### config.mk
export PLATFORM = sky130hd
export DESIGN_NAME = clk_sup_mon
export DESIGN_NICKNAME = d
export VERILOG_FILES = /design/src/rtl/csm_pkg.sv /design/src/rtl/csm_regs.sv /design/src/rtl/csm_sync_edge.sv /design/src/rtl/csm_period_chk.sv /design/src/rtl/clk_sup_mon.sv
export SDC_FILE = /design/constraint.sdc
export NUM_CORES = 1
export LEC_CHECK = 0
export CORE_MARGIN = 3
export CORE_UTILIZATION = 57
export DETAILED_ROUTE_END_ITERATION = 10
export GPL_TIMING_DRIVEN = 0
export PLACE_DENSITY_LB_ADDON = 0.25
export SLEW_MARGIN = 10
export SYNTH_ARGS = -nofsm -noshare
export SYNTH_HDL_FRONTEND = slang
export SYNTH_SLANG_ARGS = --single-unit
export TNS_END_PERCENT = 100
### constraint.sdc
create_clock -name clk_ref_i -period 3.7 [get_ports clk_ref_i]
set_input_delay 0.74 -clock clk_ref_i [delete_from_list [all_inputs] [get_ports clk_ref_i]]
set_output_delay 0.74 -clock clk_ref_i [all_outputs]
set_load 0.02 [all_outputs]
### src/rtl/csm_pkg.sv
package csm_pkg;
  localparam int CSM_DW    = 32;
  localparam int CSM_LIM_W = 16;
  localparam int CSM_EN_B  = 31;
  localparam int CSM_ACT_B = 30;

  typedef enum logic [1:0] {
    CSM_IDLE = 2'd0,
    CSM_HOLD = 2'd1,
    CSM_RUN  = 2'd2
  } csm_state_e;
endpackage

### src/rtl/csm_regs.sv
module csm_regs
  import csm_pkg::*;
(
  input  logic                 clk,
  input  logic                 rst_n,
  input  logic                 we_i,
  input  logic                 addr_i,
  input  logic [CSM_DW-1:0]    wdata_i,
  output logic [CSM_DW-1:0]    rdata_o,
  output logic                 enable_o,
  output logic                 action_o,
  output logic [CSM_LIM_W-1:0] startup_o,
  output logic [CSM_LIM_W-1:0] lower_o,
  output logic [CSM_LIM_W-1:0] upper_o
);
  logic                 en_q, en_n, act_q, act_n;
  logic [CSM_LIM_W-1:0] su_q, su_n, lo_q, lo_n, hi_q, hi_n;

  always_comb begin
    en_n = en_q; act_n = act_q; su_n = su_q; lo_n = lo_q; hi_n = hi_q;
    if (we_i) begin
      if (!addr_i) begin
        en_n  = wdata_i[CSM_EN_B];
        act_n = wdata_i[CSM_ACT_B];
        su_n  = wdata_i[CSM_LIM_W-1:0];
      end else begin
        lo_n = wdata_i[CSM_LIM_W-1:0];
        hi_n = wdata_i[2*CSM_LIM_W-1:CSM_LIM_W];
      end
    end
  end

  always_ff @(posedge clk or negedge rst_n) begin
    if (!rst_n) begin
      en_q <= 1'b0; act_q <= 1'b0; su_q <= '0; lo_q <= '0; hi_q <= '0;
    end else if (we_i) begin
      en_q <= en_n; act_q <= act_n; su_q <= su_n; lo_q <= lo_n; hi_q <= hi_n;
    end
  end

  always_comb begin
    rdata_o = '0;
    if (!addr_i) begin
      rdata_o[CSM_EN_B]        = en_q;
      rdata_o[CSM_ACT_B]       = act_q;
      rdata_o[CSM_LIM_W-1:0]   = su_q;
    end else begin
      rdata_o = {hi_q, lo_q};
    end
  end

  assign enable_o  = en_q;
  assign action_o  = act_q;
  assign startup_o = su_q;
  assign lower_o   = lo_q;
  assign upper_o   = hi_q;
endmodule

### src/rtl/csm_sync_edge.sv
module csm_sync_edge #(
  parameter int STAGES = 2
) (
  input  logic clk,
  input  logic rst_n,
  input  logic async_i,
  output logic rise_o
);
  localparam int SH_W = STAGES + 1;
  logic [SH_W-1:0] sh_q, sh_n;

  always_comb begin
    sh_n = {sh_q[SH_W-2:0], async_i};
  end

  always_ff @(posedge clk or negedge rst_n) begin
    if (!rst_n) sh_q <= '0;
    else        sh_q <= sh_n;
  end

  assign rise_o = sh_q[STAGES-1] & ~sh_q[STAGES];
endmodule

### src/rtl/csm_period_chk.sv
module csm_period_chk
  import csm_pkg::*;
#(
  parameter int CNT_W       = CSM_LIM_W,
  parameter int LOSS_MARGIN = 4
) (
  input  logic             clk,
  input  logic             rst_n,
  input  logic             active_i,
  input  logic [CNT_W-1:0] startup_i,
  input  logic [CNT_W-1:0] lower_i,
  input  logic [CNT_W-1:0] upper_i,
  input  logic             edge_i,
  output logic             anomaly_o
);
  localparam int          WW   = CNT_W + 1;
  localparam logic [WW-1:0] MARG = WW'(LOSS_MARGIN);

  csm_state_e       state_q, state_n;
  logic [CNT_W-1:0] scnt_q, scnt_n, pcnt_q, pcnt_n;
  logic             seen_q, seen_n, anom_q, anom_n;
  logic [WW-1:0]    period, loss_thr;

  assign period   = {1'b0, pcnt_q} + WW'(1);
  assign loss_thr = {1'b0, upper_i} + MARG;

  always_comb begin
    state_n = state_q; scnt_n = scnt_q; pcnt_n = pcnt_q;
    seen_n  = seen_q;  anom_n = anom_q;
    if (!active_i) begin
      state_n = CSM_IDLE; scnt_n = '0; pcnt_n = '0; seen_n = 1'b0; anom_n = 1'b0;
    end else begin
      case (state_q)
        CSM_IDLE: begin
          pcnt_n = '0; seen_n = 1'b0;
          if (startup_i == '0) state_n = CSM_RUN;
          else begin state_n = CSM_HOLD; scnt_n = CNT_W'(1); end
        end
        CSM_HOLD: begin
          if (scnt_q >= startup_i) begin
            state_n = CSM_RUN; pcnt_n = '0; seen_n = 1'b0;
          end else scnt_n = scnt_q + CNT_W'(1);
        end
        CSM_RUN: begin
          if (edge_i) begin
            if (seen_q && ((period < {1'b0, lower_i}) || (period > {1'b0, upper_i})))
              anom_n = 1'b1;
            seen_n = 1'b1;
            pcnt_n = '0;
          end else begin
            if (period > loss_thr) anom_n = 1'b1;
            if (pcnt_q != '1) pcnt_n = pcnt_q + CNT_W'(1);
          end
        end
        default: state_n = CSM_IDLE;
      endcase
    end
  end

  always_ff @(posedge clk or negedge rst_n) begin
    if (!rst_n) begin
      state_q <= CSM_IDLE; scnt_q <= '0; pcnt_q <= '0; seen_q <= 1'b0; anom_q <= 1'b0;
    end else begin
      state_q <= state_n; scnt_q <= scnt_n; pcnt_q <= pcnt_n; seen_q <= seen_n; anom_q <= anom_n;
    end
  end

  assign anomaly_o = anom_q;

  // leaving the active condition wipes the latch and the state
  p_clear_off_r9: assert property (@(posedge clk) disable iff (!rst_n)
    !active_i |=> (!anom_q && state_q == CSM_IDLE));
  // nothing is flagged during the hold-off
  p_hold_quiet_r2: assert property (@(posedge clk) disable iff (!rst_n)
    (state_q == CSM_HOLD) |-> !anom_q);
  // an anomaly stays latched while supervision is active
  p_sticky_r6: assert property (@(posedge clk) disable iff (!rst_n)
    (anom_q && active_i) |=> anom_q);
endmodule

### src/rtl/clk_sup_mon.sv
module clk_sup_mon
  import csm_pkg::*;
#(
  parameter int SYNC_STAGES = 2,
  parameter int LOSS_MARGIN = 4
) (
  input  logic              clk_ref_i,
  input  logic              rst_ni,
  input  logic              clk_mon_i,
  input  logic              sleep_i,
  input  logic              cfg_we_i,
  input  logic              cfg_addr_i,
  input  logic [CSM_DW-1:0] cfg_wdata_i,
  output logic [CSM_DW-1:0] cfg_rdata_o,
  output logic              fault_o,
  output logic              rst_req_o
);
  logic [1:0]           rsync_q;
  logic                 rst_n;
  logic                 en, act, mon_rise, anomaly, active;
  logic [CSM_LIM_W-1:0] startup, lower, upper;

  always_ff @(posedge clk_ref_i or negedge rst_ni) begin
    if (!rst_ni) rsync_q <= 2'b00;
    else         rsync_q <= {rsync_q[0], 1'b1};
  end
  assign rst_n = rsync_q[1];

  csm_regs u_regs (
    .clk(clk_ref_i), .rst_n(rst_n), .we_i(cfg_we_i), .addr_i(cfg_addr_i),
    .wdata_i(cfg_wdata_i), .rdata_o(cfg_rdata_o), .enable_o(en), .action_o(act),
    .startup_o(startup), .lower_o(lower), .upper_o(upper)
  );

  csm_sync_edge #(.STAGES(SYNC_STAGES)) u_edge (
    .clk(clk_ref_i), .rst_n(rst_n), .async_i(clk_mon_i), .rise_o(mon_rise)
  );

  assign active = en & ~sleep_i;

  csm_period_chk #(.CNT_W(CSM_LIM_W), .LOSS_MARGIN(LOSS_MARGIN)) u_chk (
    .clk(clk_ref_i), .rst_n(rst_n), .active_i(active), .startup_i(startup),
    .lower_i(lower), .upper_i(upper), .edge_i(mon_rise), .anomaly_o(anomaly)
  );

  assign fault_o   = anomaly & ~act;
  assign rst_req_o = anomaly & act;

  // the two report outputs are mutually exclusive
  p_one_report_r4: assert property (@(posedge clk_ref_i) disable iff (!rst_n)
    $onehot0({fault_o, rst_req_o}));
endmodule

==> Word-level counts from Yosys, hierarchy flattened <==
Index checks and enable logic that the tools add are counted.
{ "word_totals": {"word_cells": 78, "output_inout_bits": 34, "input_bits": 38, "reg_bits": 91} }
{ "classes": {"n_eq_ne": 14, "n_reduce_logical": 11, "n_lt_le_gt_ge": 4, "add_sub_neg": 4, "bitwise": 8, "muxes": 25} }
{ "op_table": {"columns": ["operator", "n"], "rows": [
  ["$mux W16", 8],
  ["$pmux W16 S3", 1],
  ["$add A16 B1 Y16 const B", 2],
  ["$pmux W16 S2", 1],
  ["$ne A3 B3 Y1 const B", 7],
  ["$add A16 B1 Y17 const B", 1],
  ["$add A16 B3 Y17 const B", 1],
  ["$gt A17 B16 Y1", 1],
  ["$gt A17 B17 Y1", 1],
  ["$lt A17 B16 Y1", 1],
  ["$ge A16 B16 Y1", 1],
  ["$logic_not A16 Y1", 1],
  ["$ne A16 B16 Y1 const B", 1],
  ["$mux W14", 1],
  ["$reduce_and A3 Y1", 4],
  ["$mux W1", 8],
  ["$mux W2", 4],
  ["$ne A4 B4 Y1 const B", 2],
  ["$pmux W2 S3", 1],
  ["$reduce_and A2 Y1", 3],
  ["$and A1 B1 Y1", 4],
  ["$ne A2 B2 Y1 const B", 2],
  ["$not A1 Y1", 4],
  ["$pmux W1 S3", 1],
  ["5 further kinds", 5]
]} }

==> Longest topological paths before layout <==
{ "depth": {"word_depth": 8, "ltp_mapped": 13, "depth_no_buf": 13} }

==> Cells and area by module <==
Synthesis repeated with hierarchy kept, for this count alone.
{ "hier_totals": {"hier_cells": 679, "hier_area_um2": 6476.2} }
{ "modules_own_cells": {"columns": ["mod", "n_inst", "cells_each", "area_each_um2", "seq_area_each_um2"], "rows": [
  ["csm_period_chk", 1, 526, 4068.9, 900.9],
  ["csm_regs", 1, 143, 2242.2, 1251.2],
  ["csm_sync_edge", 1, 4, 88.8, 75.1],
  ["clk_sup_mon", 1, 6, 76.3, 50.0]
]} }

==> Worst setup path before layout <==
OpenSTA, ideal clock, no wires.
{ "synth_timing": {"path_kind": "register to register", "from": "reg u_chk.pcnt_q[3]", "to": "reg u_chk.anom_q (netlist: u_chk.anomaly_o)", "t_required_ns": 3.596, "n_path_buf": 0, "setup_ns": 0.104, "setup_slack_ns": 0.861, "path_stages_with_launch": 12, "t_arrival_ns": 2.735, "path_cell_list": "dfrtp_1 and3_1 and4_1 and4_1 and3_1 xor2_1 ha_1 and4_1 a2111oi_0 o311ai_0 a21o_1 o311ai_1"} }
{ "synth_via": {"elab_chain_cells": 6, "word_cells_on_any_way": 9} }
{ "synth_rtl": {"columns": ["element", "line_no", "rtl"], "rows": [
  ["start: declaration", "csm_period_chk.sv:20", "logic [CNT_W-1:0] scnt_q, scnt_n, pcnt_q, pcnt_n;"],
  ["start signal: assignment", "csm_period_chk.sv:64", "state_q <= state_n; scnt_q <= scnt_n; pcnt_q <= pcnt_n; seen_q <= seen_n; anom_q <= anom_n;"],
  ["$add A16 B1 Y17 *", "csm_period_chk.sv:24", "assign period = {1'b0, pcnt_q} + WW'(1);"],
  ["$lt A17 B16 Y1 / $gt A17 B16 Y1 (equally long branches)", "csm_period_chk.sv:46", "if (seen_q && ((period < {1'b0, lower_i}) || (period > {1'b0, upper_i})))"],
  ["$logic_or A1 B1 Y1", "csm_period_chk.sv:46", null],
  ["$logic_and A1 B1 Y1", "csm_period_chk.sv:46", null],
  ["$ne A3 B3 Y1 (no line)", null, null],
  ["$reduce_and A3 Y1 (no line) *", null, null],
  ["end signal: assignment", "csm_period_chk.sv:64", null],
  ["end: declaration", "csm_period_chk.sv:21", "logic seen_q, seen_n, anom_q, anom_n;"]
]} }
Every way passes the cells marked *; elsewhere a longest branch is shown, timed or not.
A chain may end at the register's enable or synchronous reset.

==> Final worst setup path <==
{ "layout_timing": {"from": "in cfg_addr_i", "to": "out cfg_rdata_o[6]"} }
{ "layout_via": {"elab_chain_cells": 1} }
{ "layout_rtl": {"columns": ["element", "line_no", "rtl"], "rows": [
  ["start: declaration", "clk_sup_mon.sv:12", "input logic cfg_addr_i,"],
  ["$mux W16", "csm_regs.sv:43", "if (!addr_i) begin"],
  ["end: declaration", "clk_sup_mon.sv:14", "output logic [CSM_DW-1:0] cfg_rdata_o,"]
]} }
Every way passes these cells.

==> metrics.md <==
| Metric | Value |
|---|---|
| Via count | `~5300` |
| Leakage | `between 3 and 4 nW` |
| Req. time, crit path | `~3000 ps` |
| N_diodes | `0` |
| RSZ-0062 raised after global routing | `false` |
| Async SR Flop Fraction | `100.0%` |
| Sequential element share of the synthesized area | `between 30% and 40%` |
| Final-layout fill cell count | `a little over 800` |
| CP max stage delay | `~680 ps` |
| # rows | `37` |
| Type of the most critical hold path | `flip-flop to asynchronous set/reset pin` |
| Clk_skew | `approximately 13 ps` |
| WP data arrival | `2720 ps` |
| Routability cong. | `about 0.89` |
| Total Wirelength | `approximately 16000 µm` |
| Outcome | `completed` |
| Post-Layout Cell Count | `slightly below 900` |
| CP bufs+invs | `4` |
| Final Max Tran Viols | `0` |
| Slowest library cell on the worst path | `clkdlybuf4s50_1` |
| Mapped Area | `between 6000 and 7000 µm²` |
| Synth Area per Inst | `between 9 and 10 µm²` |
| Most frequent cells in the layout | `90 x dfrtp_1, 71 x clkdlybuf4s50_1, 64 x nand2_1` |
| Worst setup path start | `cfg_addr_i` |
| Cts bufs inserted | `9` |
| Clock sink total | `between 90 and 100` |
| NumNets Final | `between 800 and 900` |
| Initial Utilization | `roughly 60%` |
| Area grow syn2layout | `17.84%` |
| Clock Path Buffers | `2` |
| CTS clock-pin slew for the worst setup and hold paths | `about 100 ps` |
| Worst-Skew Late Latency | `slightly below 400 ps` |
| Die Height | `109.9 µm` |
| Crit path kind | `input pin to output pin` |
| Crit-path cells | `clkdlybuf4s50_1, clkbuf_2, buf_2, nand2_1, o21ai_0, clkdlybuf4s50_1` |
| Initial antenna violation count | `0` |
| Vias in the first global route | `5421` |
| IO Pins | `72` |
| RR Startpoint | `u_chk.pcnt_q[0]$_DFFE_PN0P_` |
| Worst-Margin Slew | `between 600 and 700 ps` |
| DRC | `0` |
| Horiz. Die Dim | `109.9 µm` |
| Crit-path most repeated cell | `clkdlybuf4s50_1` |
| # setup viols final | `0` |
| Syn nets | `between 700 and 800` |
| Power per Cell Area | `about 340 nW/µm²` |
| Post-CTS Setup Inserts | `0` |
| GRT Resource Usage Total | `28.63%` |
| Pin count of the biggest net entering global routing | `62` |
| Dpl ws | `-68.61 ps` |
| Top delay family on crit path | `buffers and inverters` |
| CTS tree | `yes` |
| Full die area | `around 12000 µm²` |
| Wire length per cell | `between 15 and 20 µm` |
| EDFF count, synth | `0` |
| Post-detailed-route count of antenna-violating nets | `0` |
| Post-route setup slack | `between 200 and 250 ps` |
| Flops & latches, synth | `91` |
| F_max | `around 0.29 GHz` |
| Vias/cell | `between 6 and 7` |
| Maximum vdd drop | `between 0.0003 and 0.0004 V` |
| Placed cell count | `approximately 870` |
| Number of port buffers | `71` |
| Min Tclk post-route | `between 3000 and 4000 ps` |
| HPWL Detailed | `around 12000 µm` |
| Hold Vio Cnt, Final | `0` |
| Critical Path End Type | `output pin` |
| CP Max Fanout | `10` |
| Core ar. | `approximately 10000 µm²` |
| Yosys cell types | `approximately 60` |
| Clk root buf | `clkbuf_8` |
| Initial drt markers | `roughly 280` |
| Synth Instances | `between 600 and 700` |
| Max Cap Viol | `0` |
| Remaining Overflow, GRT | `0` |
| Max-slew headroom | `between 50% and 60%` |
| Post-CTS Hold Buffers | `0` |
| DRT Pass-1 Iters | `5` |
| CTS H-Tree Depth | `3` |
| First-pass GRT wire length | `between 20000 and 30000 µm` |
| Main synth FF type | `dfrtp_1` |
| Layout cell share with drive strength beyond 1 | `10.43%` |
| Final core occ | `between 60% and 70%` |
| Final Cycle Share | `between 90% and 100%` |
| CP Launch Type | `input pin` |
| Most common cell after layout, fill and taps aside | `dfrtp_1` |
| Synth warnings | `0` |
[layer usage]
layer  GRT usage [%]  wire length, µm  up-vias
met5               0                0        -
li1                -                -     2542
met4           12.82              543        0
met2           47.79             7820      174
met1           35.39             6853     2575
met3           6.342              924       46
[synthesized netlist by cell type (3+ instances only)]
master,n,area share [%]
buf_1,5,0.31
a221oi_1,3,0.43
xor2_1,4,0.57
a21o_1,8,0.98
a31oi_1,18,1.8
a22o_1,5,0.71
mux2_2,39,7.1
o21a_1,3,0.37
nand4_1,15,1.5
inv_1,60,3.7
nor2b_1,9,0.92
nand3_1,24,2.0
o21ai_0,54,4.4
nor3_1,5,0.41
mux2i_1,6,0.98
buf_2,4,0.33
a21oi_1,20,1.6
xnor2_1,21,3.0
and2_1,20,2.0
o31a_1,5,0.71
nor4_1,10,1.0
nand2b_1,7,0.71
clkbuf_1,13,0.79
and3_1,8,0.81
or4_1,3,0.37
o21ba_2,3,0.49
nor2_1,24,1.5
o31ai_1,3,0.37
ha_1,63,13
a211oi_1,4,0.49
nand2_1,64,3.9
and4_1,7,1.0
dfrtp_1,91,37
[kinds of logic (layout without fill, tap and decap cells)]
kind of cell | count (synthesis) | in the layout | synth area share, %
compound gates | 149 | 149 | 15.95
flops | 91 | 91 | 37.02
buf+inv | 84 | 172 | 5.391
xor+xnor | 25 | 25 | 3.560
other cells | 1 | 1 | 0.06097
fa+ha+maj | 63 | 63 | 12.82
mux | 45 | 45 | 8.116
simple gates | 202 | 202 | 17.09
[stage by stage]
stage / total power [mW] / cell area [µm²] / TNS [ps] / hold WS [ps]
2_1_floorplan: 1.551 / 6151 / 0 / 331.2
3_3_place_gp: 1.778 / 7032 / -2.552 / 335.6
3_5_place_dp: 1.811 / 7063 / -118.5 / 279.9
4_1_cts: 2.454 / 7239 / 0 / 285.1
5_1_grt: 2.572 / 7248 / 0 / 314.1
6_report: 2.444 / 7248 / 0 / 261.6
[report_power, final]
part	total (mW)	switching (mW)	internal, mW
sequential	1.17	0.0941	1.08
clock	0.647	0.395	0.252
combinational	0.625	0.327	0.298
total	2.44	0.816	1.63
[cell type report]
| class | count | area [µm²] | area share [%] |
|---|---|---|---|
| multi-input cells | 485 | 3548 | 48.96 |
| flip-flops and latches | 91 | 2281 | 31.47 |
| repair buffers | 72 | 738.2 | 10.18 |
| inverters | 60 | 225.2 | 3.107 |
| well taps | 136 | 170.2 | 2.348 |
| clock buffers | 10 | 127.6 | 1.761 |
| plain buffers | 24 | 110.1 | 1.519 |
| clock inverters | 6 | 47.55 | 0.6560 |
[final timing paths]
path / end / slack (ps) / depth (start not counted)
worst max-delay path: cfg_rdata_o[6] / 240 / 6
worst min-delay path: u_regs.startup_o[13]$_DFFE_PN0P_ / 260 / 0
worst max register to register: u_chk.anomaly_o$_DFFE_PN0P_ / 350 / 12
worst min register to register: u_regs.startup_o[13]$_DFFE_PN0P_ / 260 / 0
max in group asynchronous: u_edge.sh_q[2]$_DFF_PN0_ / 2780 / 1
min in group clk_ref_i: u_edge.sh_q[1]$_DFF_PN0_ / 360 / 0
[flip-flops by register name, summed over array words and instances (netlist names)]
| name | flops |
|---|---|
| u_regs.startup_o | 16 |
| u_chk.pcnt_q | 16 |
| u_edge.sh_q | 3 |
| u_regs.action_o | 1 |
| u_regs.lower_o | 16 |
| u_regs.upper_o | 16 |
| u_chk.anomaly_o | 1 |
| u_chk.state_q | 2 |
| u_regs.enable_o | 1 |
| u_chk.seen_q | 1 |
| u_chk.scnt_q | 16 |
| rsync_q | 2 |
[what timing repair did]
action | in CTS | in global routing
pin swaps | 0 | 0
endpoints found under the setup margin | 3 | 8
gates resized for setup | 1 | 5
Power figures use the tool's default switching activity.
